==> config.mk <==
export PLATFORM = sky130hd
export DESIGN_NAME = pwrap_cmd_port
export DESIGN_NICKNAME = d
export VERILOG_FILES = /design/src/rtl/pwrap_pkg.sv /design/src/rtl/pwrap_cmd_decode.sv /design/src/rtl/pwrap_access_fsm.sv /design/src/rtl/pwrap_status_reg.sv /design/src/rtl/pwrap_cmd_port.sv
export SDC_FILE = /design/constraint.sdc
export NUM_CORES = 1
export LEC_CHECK = 0
export BUFFER_PORTS_ARGS = -buffer_cell sky130_fd_sc_hd__buf_4
export CORE_ASPECT_RATIO = 1.5
export CORE_MARGIN = 1.5
export CORE_UTILIZATION = 39
export DETAILED_ROUTE_END_ITERATION = 12
export PLACE_DENSITY = 0.82
export RECOVER_POWER = 100
export SLEW_MARGIN = 5
export SYNTH_ARGS = -nofsm -noshare
export SYNTH_HDL_FRONTEND = slang
export SYNTH_SLANG_ARGS = --single-unit
export TNS_END_PERCENT = 20
==> constraint.sdc <==
create_clock -name clk -period 1.3 [get_ports clk]
set_clock_uncertainty 0.15 [all_clocks]
set_input_delay 0.13 -clock clk [delete_from_list [all_inputs] [get_ports clk]]
set_output_delay 0.13 -clock clk [all_outputs]
set_load 0.01 [all_outputs]
==> src/rtl/pwrap_pkg.sv <==
package pwrap_pkg;
  typedef enum logic [2:0] {
    ST_IDLE      = 3'd0,
    ST_REQ       = 3'd2,
    ST_WAIT_DONE = 3'd4,
    ST_WAIT_CLR  = 3'd6
  } acc_state_e;

  localparam int STATE_W = 3;
endpackage

==> src/rtl/pwrap_cmd_decode.sv <==
module pwrap_cmd_decode
  import pwrap_pkg::*;
#(
  parameter int ADDR_W = 15,
  parameter int DATA_W = 16,
  localparam int CMD_W = 1 + ADDR_W + DATA_W
) (
  input  logic              clk,
  input  logic              rst,
  input  logic              init_done_i,
  input  logic              cmd_we_i,
  input  logic [CMD_W-1:0]  cmd_word_i,
  input  logic              fsm_idle_i,
  output logic              accept_o,
  output logic              reject_o,
  output logic              init_q_o,
  output logic              wr_o,
  output logic [ADDR_W-1:0] addr_o,
  output logic [DATA_W-1:0] data_o
);
  localparam int WR_BIT   = CMD_W - 1;
  localparam int ADDR_LSB = DATA_W;

  logic              init_q;
  logic              wr_q;
  logic [ADDR_W-1:0] addr_q;
  logic [DATA_W-1:0] data_q;

  always_ff @(posedge clk) begin
    if (rst) init_q <= 1'b0;
    else     init_q <= init_done_i;
  end

  assign accept_o = cmd_we_i & init_q & fsm_idle_i;
  assign reject_o = cmd_we_i & ~accept_o;

  always_ff @(posedge clk) begin
    if (rst) begin
      wr_q   <= 1'b0;
      addr_q <= '0;
      data_q <= '0;
    end else if (accept_o) begin
      wr_q   <= cmd_word_i[WR_BIT];
      addr_q <= cmd_word_i[ADDR_LSB +: ADDR_W];
      data_q <= cmd_word_i[DATA_W-1:0];
    end
  end

  assign init_q_o = init_q;
  assign wr_o     = wr_q;
  assign addr_o   = addr_q;
  assign data_o   = data_q;

  // a busy port keeps the latched command untouched
  assert_cmd_stable_R9: assert property (@(posedge clk) disable iff (rst)
    (!fsm_idle_i) |=> ($stable(addr_q) && $stable(data_q) && $stable(wr_q)));
endmodule

==> src/rtl/pwrap_access_fsm.sv <==
module pwrap_access_fsm
  import pwrap_pkg::*;
#(
  parameter int DATA_W = 16
) (
  input  logic               clk,
  input  logic               rst,
  input  logic               accept_i,
  input  logic               wr_i,
  input  logic               clr_i,
  input  logic               be_ack_i,
  input  logic               be_done_i,
  input  logic [DATA_W-1:0]  be_rdata_i,
  output logic [STATE_W-1:0] state_o,
  output logic               idle_o,
  output logic               req_o,
  output logic [DATA_W-1:0]  rdata_o
);
  acc_state_e        state_q, state_d;
  logic [DATA_W-1:0] rdata_q;
  logic              capture;

  always_comb begin
    state_d = state_q;
    capture = 1'b0;
    unique case (state_q)
      ST_IDLE:      if (accept_i) state_d = ST_REQ;
      ST_REQ:       if (be_ack_i) state_d = wr_i ? ST_IDLE : ST_WAIT_DONE;
      ST_WAIT_DONE: if (be_done_i) begin
                      state_d = ST_WAIT_CLR;
                      capture = 1'b1;
                    end
      ST_WAIT_CLR:  if (clr_i) state_d = ST_IDLE;
      default:      state_d = ST_IDLE;
    endcase
  end

  always_ff @(posedge clk) begin
    if (rst) begin
      state_q <= ST_IDLE;
      rdata_q <= '0;
    end else begin
      state_q <= state_d;
      if (capture) rdata_q <= be_rdata_i;
    end
  end

  assign state_o = state_q;
  assign idle_o  = (state_q == ST_IDLE);
  assign req_o   = (state_q == ST_REQ);
  assign rdata_o = rdata_q;

  assert_req_hold_R9: assert property (@(posedge clk) disable iff (rst)
    (state_q == ST_REQ && !be_ack_i) |=> (state_q == ST_REQ));
  assert_write_done_R3: assert property (@(posedge clk) disable iff (rst)
    (state_q == ST_REQ && be_ack_i && wr_i) |=> (state_q == ST_IDLE));
  assert_rd_hold_R5: assert property (@(posedge clk) disable iff (rst)
    (state_q == ST_WAIT_CLR && !clr_i) |=> ($stable(rdata_q) && state_q == ST_WAIT_CLR));
  assert_idle_hold_R7: assert property (@(posedge clk) disable iff (rst)
    (state_q == ST_IDLE && !accept_i) |=> (state_q == ST_IDLE));
  assert_state_legal_R10: assert property (@(posedge clk) disable iff (rst)
    (state_q inside {ST_IDLE, ST_REQ, ST_WAIT_DONE, ST_WAIT_CLR}));
endmodule

==> src/rtl/pwrap_status_reg.sv <==
module pwrap_status_reg
  import pwrap_pkg::*;
#(
  parameter int DATA_W = 16,
  localparam int STAT_W   = DATA_W + 16,
  localparam int ST_LSB   = DATA_W,
  localparam int INIT_BIT = DATA_W + 5,
  localparam int ERR_BIT  = DATA_W + 6
) (
  input  logic               clk,
  input  logic               rst,
  input  logic               reject_i,
  input  logic               init_q_i,
  input  logic [STATE_W-1:0] state_i,
  input  logic [DATA_W-1:0]  rdata_i,
  output logic [STAT_W-1:0]  status_o
);
  logic err_q;

  always_ff @(posedge clk) begin
    if (rst)           err_q <= 1'b0;
    else if (reject_i) err_q <= 1'b1;
  end

  always_comb begin
    status_o                     = '0;
    status_o[DATA_W-1:0]         = rdata_i;
    status_o[ST_LSB +: STATE_W]  = state_i;
    status_o[INIT_BIT]           = init_q_i;
    status_o[ERR_BIT]            = err_q;
  end

  assert_err_set_R7: assert property (@(posedge clk) disable iff (rst)
    reject_i |=> err_q);
  assert_err_sticky_R7: assert property (@(posedge clk) disable iff (rst)
    err_q |=> err_q);
endmodule

==> src/rtl/pwrap_cmd_port.sv <==
module pwrap_cmd_port
  import pwrap_pkg::*;
#(
  parameter int ADDR_W = 15,
  parameter int DATA_W = 16,
  localparam int CMD_W  = 1 + ADDR_W + DATA_W,
  localparam int STAT_W = DATA_W + 16
) (
  input  logic              clk,
  input  logic              rst,
  input  logic              init_done_i,
  input  logic              cmd_we_i,
  input  logic [CMD_W-1:0]  cmd_word_i,
  input  logic              vldclr_we_i,
  input  logic              vldclr_bit_i,
  output logic [STAT_W-1:0] status_o,
  output logic              be_req_o,
  output logic              be_write_o,
  output logic [ADDR_W-1:0] be_addr_o,
  output logic [DATA_W-1:0] be_wdata_o,
  input  logic              be_ack_i,
  input  logic              be_done_i,
  input  logic [DATA_W-1:0] be_rdata_i
);
  logic               accept, reject, init_q, idle, wr;
  logic [STATE_W-1:0] state;
  logic [DATA_W-1:0]  rdata;
  logic               clr;

  assign clr = vldclr_we_i & vldclr_bit_i;

  pwrap_cmd_decode #(.ADDR_W(ADDR_W), .DATA_W(DATA_W)) u_decode (
    .clk(clk), .rst(rst), .init_done_i(init_done_i),
    .cmd_we_i(cmd_we_i), .cmd_word_i(cmd_word_i), .fsm_idle_i(idle),
    .accept_o(accept), .reject_o(reject), .init_q_o(init_q),
    .wr_o(wr), .addr_o(be_addr_o), .data_o(be_wdata_o)
  );

  pwrap_access_fsm #(.DATA_W(DATA_W)) u_fsm (
    .clk(clk), .rst(rst), .accept_i(accept), .wr_i(wr), .clr_i(clr),
    .be_ack_i(be_ack_i), .be_done_i(be_done_i), .be_rdata_i(be_rdata_i),
    .state_o(state), .idle_o(idle), .req_o(be_req_o), .rdata_o(rdata)
  );

  pwrap_status_reg #(.DATA_W(DATA_W)) u_status (
    .clk(clk), .rst(rst), .reject_i(reject), .init_q_i(init_q),
    .state_i(state), .rdata_i(rdata), .status_o(status_o)
  );

  assign be_write_o = wr;
endmodule

==> impl_summary.txt <==
----------------------------------------------------
[CTS]
  Number of buffers on the longest clock path ... 2
  Insertion delay to the later sink of the worst-skew pair ... 0.29 ns
  Sink count of the clock tree ... 52
  Number of levels the H-tree was split into ... 2
  Number of buffers inserted during clock tree synthesis ... 5
  Clock-pin slew reported for the worst setup and hold paths after clock tree synthesis ... 0.09 ns
  CTS Root Cell ... sky130_fd_sc_hd__clkbuf_8
  CTS tree ... built

[Power]
  Reported net switching power ... 0.759 mW
  Part of the power in registers ... 54.0%
  Power per cell area ... 895 nW/um2
  Part of the power in the clock network ... 27.9%
  Peak supply drop ... 589 uV
  Static leakage ... 1.33 nW
  Combinational group share of total power ... 18.2%
  Internal power ... 2.32 mW
  Switching share of power ... 24.6%
  Sum of internal, switching and leakage power ... 3.08 mW

[STA]
  Number of hold violations in the final report ... 0
  Setup WS post-layout ... -0.101 ns
  Post-Route Setup TNS ... -1.52 ns
  Clock period minus worst slack ... 1.40 ns
  Setup repair after global routing missed its margin ... true
  Number of pins with negative max-slew slack in the final report ... 0
  F_max ... 714 MHz
  Final setup fails ... 45
  Hold_ws ... 0.0221 ns
  Final worst-path cycle share ... 108%

[Yosys]
  Most frequent cells after synthesis ... 87 x sky130_fd_sc_hd__nand2_1, 52 x sky130_fd_sc_hd__dfxtp_1, 30 x sky130_fd_sc_hd__a21oi_2
  Post-synthesis instance area ... 2110 um2
  Share of synthesized area occupied by flip-flops and latches ... 49.4%
  Number of synthesized flops with an enable pin ... 0
  Synthesized area per cell ... 8.64 um2
  Top-area cell type share of the netlist area ... 49.4%
  Distinct cells, synth ... 21
  Library cell with the highest instance count after synthesis ... sky130_fd_sc_hd__nand2_1
  Register bit count reported by yosys ... 52
  Share of synthesized flip-flops with an asynchronous set or reset ... 0%
  Area leader, netlist ... sky130_fd_sc_hd__dfxtp_1
  Ys flop type ... sky130_fd_sc_hd__dfxtp_1
  Synth warnings ... 0
  Synthesized instance count ... 244
  Top post-synthesis cells by area ... sky130_fd_sc_hd__dfxtp_1 49%, sky130_fd_sc_hd__nand2_1 15%, sky130_fd_sc_hd__a21oi_2 12%

[Job]
  Total of max-cap violations ... 0

[Drt]
  Routed len/inst ... 13.3 um
  DRC violation count after routing ... 0
  Number of DRC markers in iteration 0 ... 109
  Antenna Violating Nets Remaining ... 0
  Total number of vias ... 2,176
  First-pass DRT Iterations ... 4
  Vias per inst ... 4.59
  Total wire length after detailed routing ... 6.31 mm

[Setup path]
  Number of buffer and inverter stages on the critical path ... 2
  Slowest stage cell on the critical path ... sky130_fd_sc_hd__dfxtp_1
  Start point of the critical path ... u_fsm.state_o[1]
  Critical path peak fanout ... 6
  Setup Crit Path Kind ... reg2out
  Data arrival time of the critical path ... 1.12 ns
  Largest delay share family, worst path ... flip-flops
  Sort of element at the start of the critical path ... flip-flop
  R2R setup slack ... -0.07 ns
  Startpoint of the lowest-slack register-to-register path ... u_fsm.state_o[2]
  Type of destination of the critical path ... primary output
  Critical path, cell by cell ... buf_6 > nor2b_4 > buf_4
  Crit path required time ... 1.02 ns
  Crit-path max cell delay ... 0.41 ns

[GRT]
  Antenna violations before repair ... 0
  GRT Residual Overflow ... 0
  Global-route wire length before repair ... 9.75 mm
  Total routing resource utilization after global routing ... 20.9%
  Maximum number of pins on one net before global-route repair ... 23
  Vias in the first global route ... 2,134

[Outcome]
  Violations in the final reports ... setup timing
  Outcome ... complete, but fails checks

[Cells and area]
  Layout area overhead ... 63.5%
  Total area of sequential cells ... 1040 um2
  Number of fillers in the final layout ... 433
  Net count reported at finish ... 462
  Post-route cell area ... 3450 um2
  Antenna cell count ... 0
  Proportion of layout cells with a drive suffix above 1 ... 30.3%
  Area of combinational cells with multiple inputs ... 921 um2
  Final design utilization ... 66.7%

[Min path]
  Path type of the worst min-delay path ... in2reg
  Startpoint of the worst hold path ... rst

[Placement]
  Dpl hpwl ... 3.81 mm
  Gp weighted congestion ... 0.726
  Count of input and output buffers ... 108
  Post-Place Cell Area ... 2960 um2

[Floorplanning]
  Std cell rows ... 32
  Die Ht ... 93.0 um
  Floorplan die area ... 5860 um2
  Num ports ... 121
  Total core area ... 5160 um2
  Initial core utilization ... 40.8%
  Die boundary width ... 63.0 um

----------------------------------------------------
==> power by group through the flow <==
stage               clock network (mW)  registers [mW]  logic, mW
floorplan                            0            1.72      0.202
global placement                     0            1.70      0.428
detailed placement                   0            1.70      0.435
CTS                              0.891            1.66      0.566
global route                     0.948            1.67      0.603
finish                           0.860            1.66      0.560
==> per-layer routing <==
| metal | global-route usage (%) | vias up | wire [um] |
|---|---|---|---|
| li1 | - | 1077 | - |
| met1 | 21.7 | 1003 | 2440 |
| met2 | 41.1 | 87 | 3390 |
| met3 | 4.57 | 9 | 374 |
| met4 | 5.93 | 0 | 108 |
| met5 | 0 | - | 0 |
==> placed cells by master, fill, tap and decap left out, drive strengths merged <==
cell type / count
a21oi: 50
a31oi: 1
and3b: 1
buf: 71
clkbuf: 57
clkinv: 1
conb: 12
dfxtp: 52
dlygate4sd3: 53
nand2: 97
nand2b: 1
nand3: 3
nand3b: 2
nand4bb: 1
nor2: 1
nor2b: 2
nor4bb: 1
==> flip-flops by register name, indices dropped and copies added, names as in the netlist <==
| signal | cells |
|---|---|
| u_decode.wr_o | 1 |
| u_decode.addr_o | 15 |
| u_fsm.state_o | 2 |
| u_status.err_q | 1 |
| u_fsm.rdata_o | 16 |
| u_decode.data_o | 16 |
| u_decode.init_q_o | 1 |
==> per-stage QoR <==
step	worst slack [ns]	cells
global placement	-0.0762	412
global route	-0.176	474
detailed placement	-0.128	412
finish	-0.101	474
floorplan	-0.0190	255
CTS	-0.0910	472
==> worst paths after layout <==
kind                              to  cells after the start
hold reg to reg     u_fsm.rdata_o[4]                      2
hold / removal    u_decode.addr_o[4]                      2
setup / recovery            be_req_o                      3
setup reg to reg  u_decode.data_o[3]                      5
==> kinds of logic after synthesis <==
logic type / share of synthesized area, %
other: 0.178
and+or+nand+nor: 22.6
DFF: 49.4
AOI/OAI and AO/OA: 17.5
buffers and inverters: 10.3
==> cell type report <==
type                    instances  share of cell area [%]
clock inverters                 1                   0.145
well taps                      68                    2.47
multi-input cells             172                    26.7
clock buffers                   6                    2.11
flip-flops and latches         52                    30.2
repair buffers                175                    38.3
==> timing repair <==
item,CTS,global route
hold buffers,53,0
resized for setup,4,5
buffers inserted,0,1
setup endpoints to repair,51,51
cloned,0,1
hold endpoints to repair,51,0
pin swaps,1,1
No activity file was read; power rests on OpenSTA's default activity.
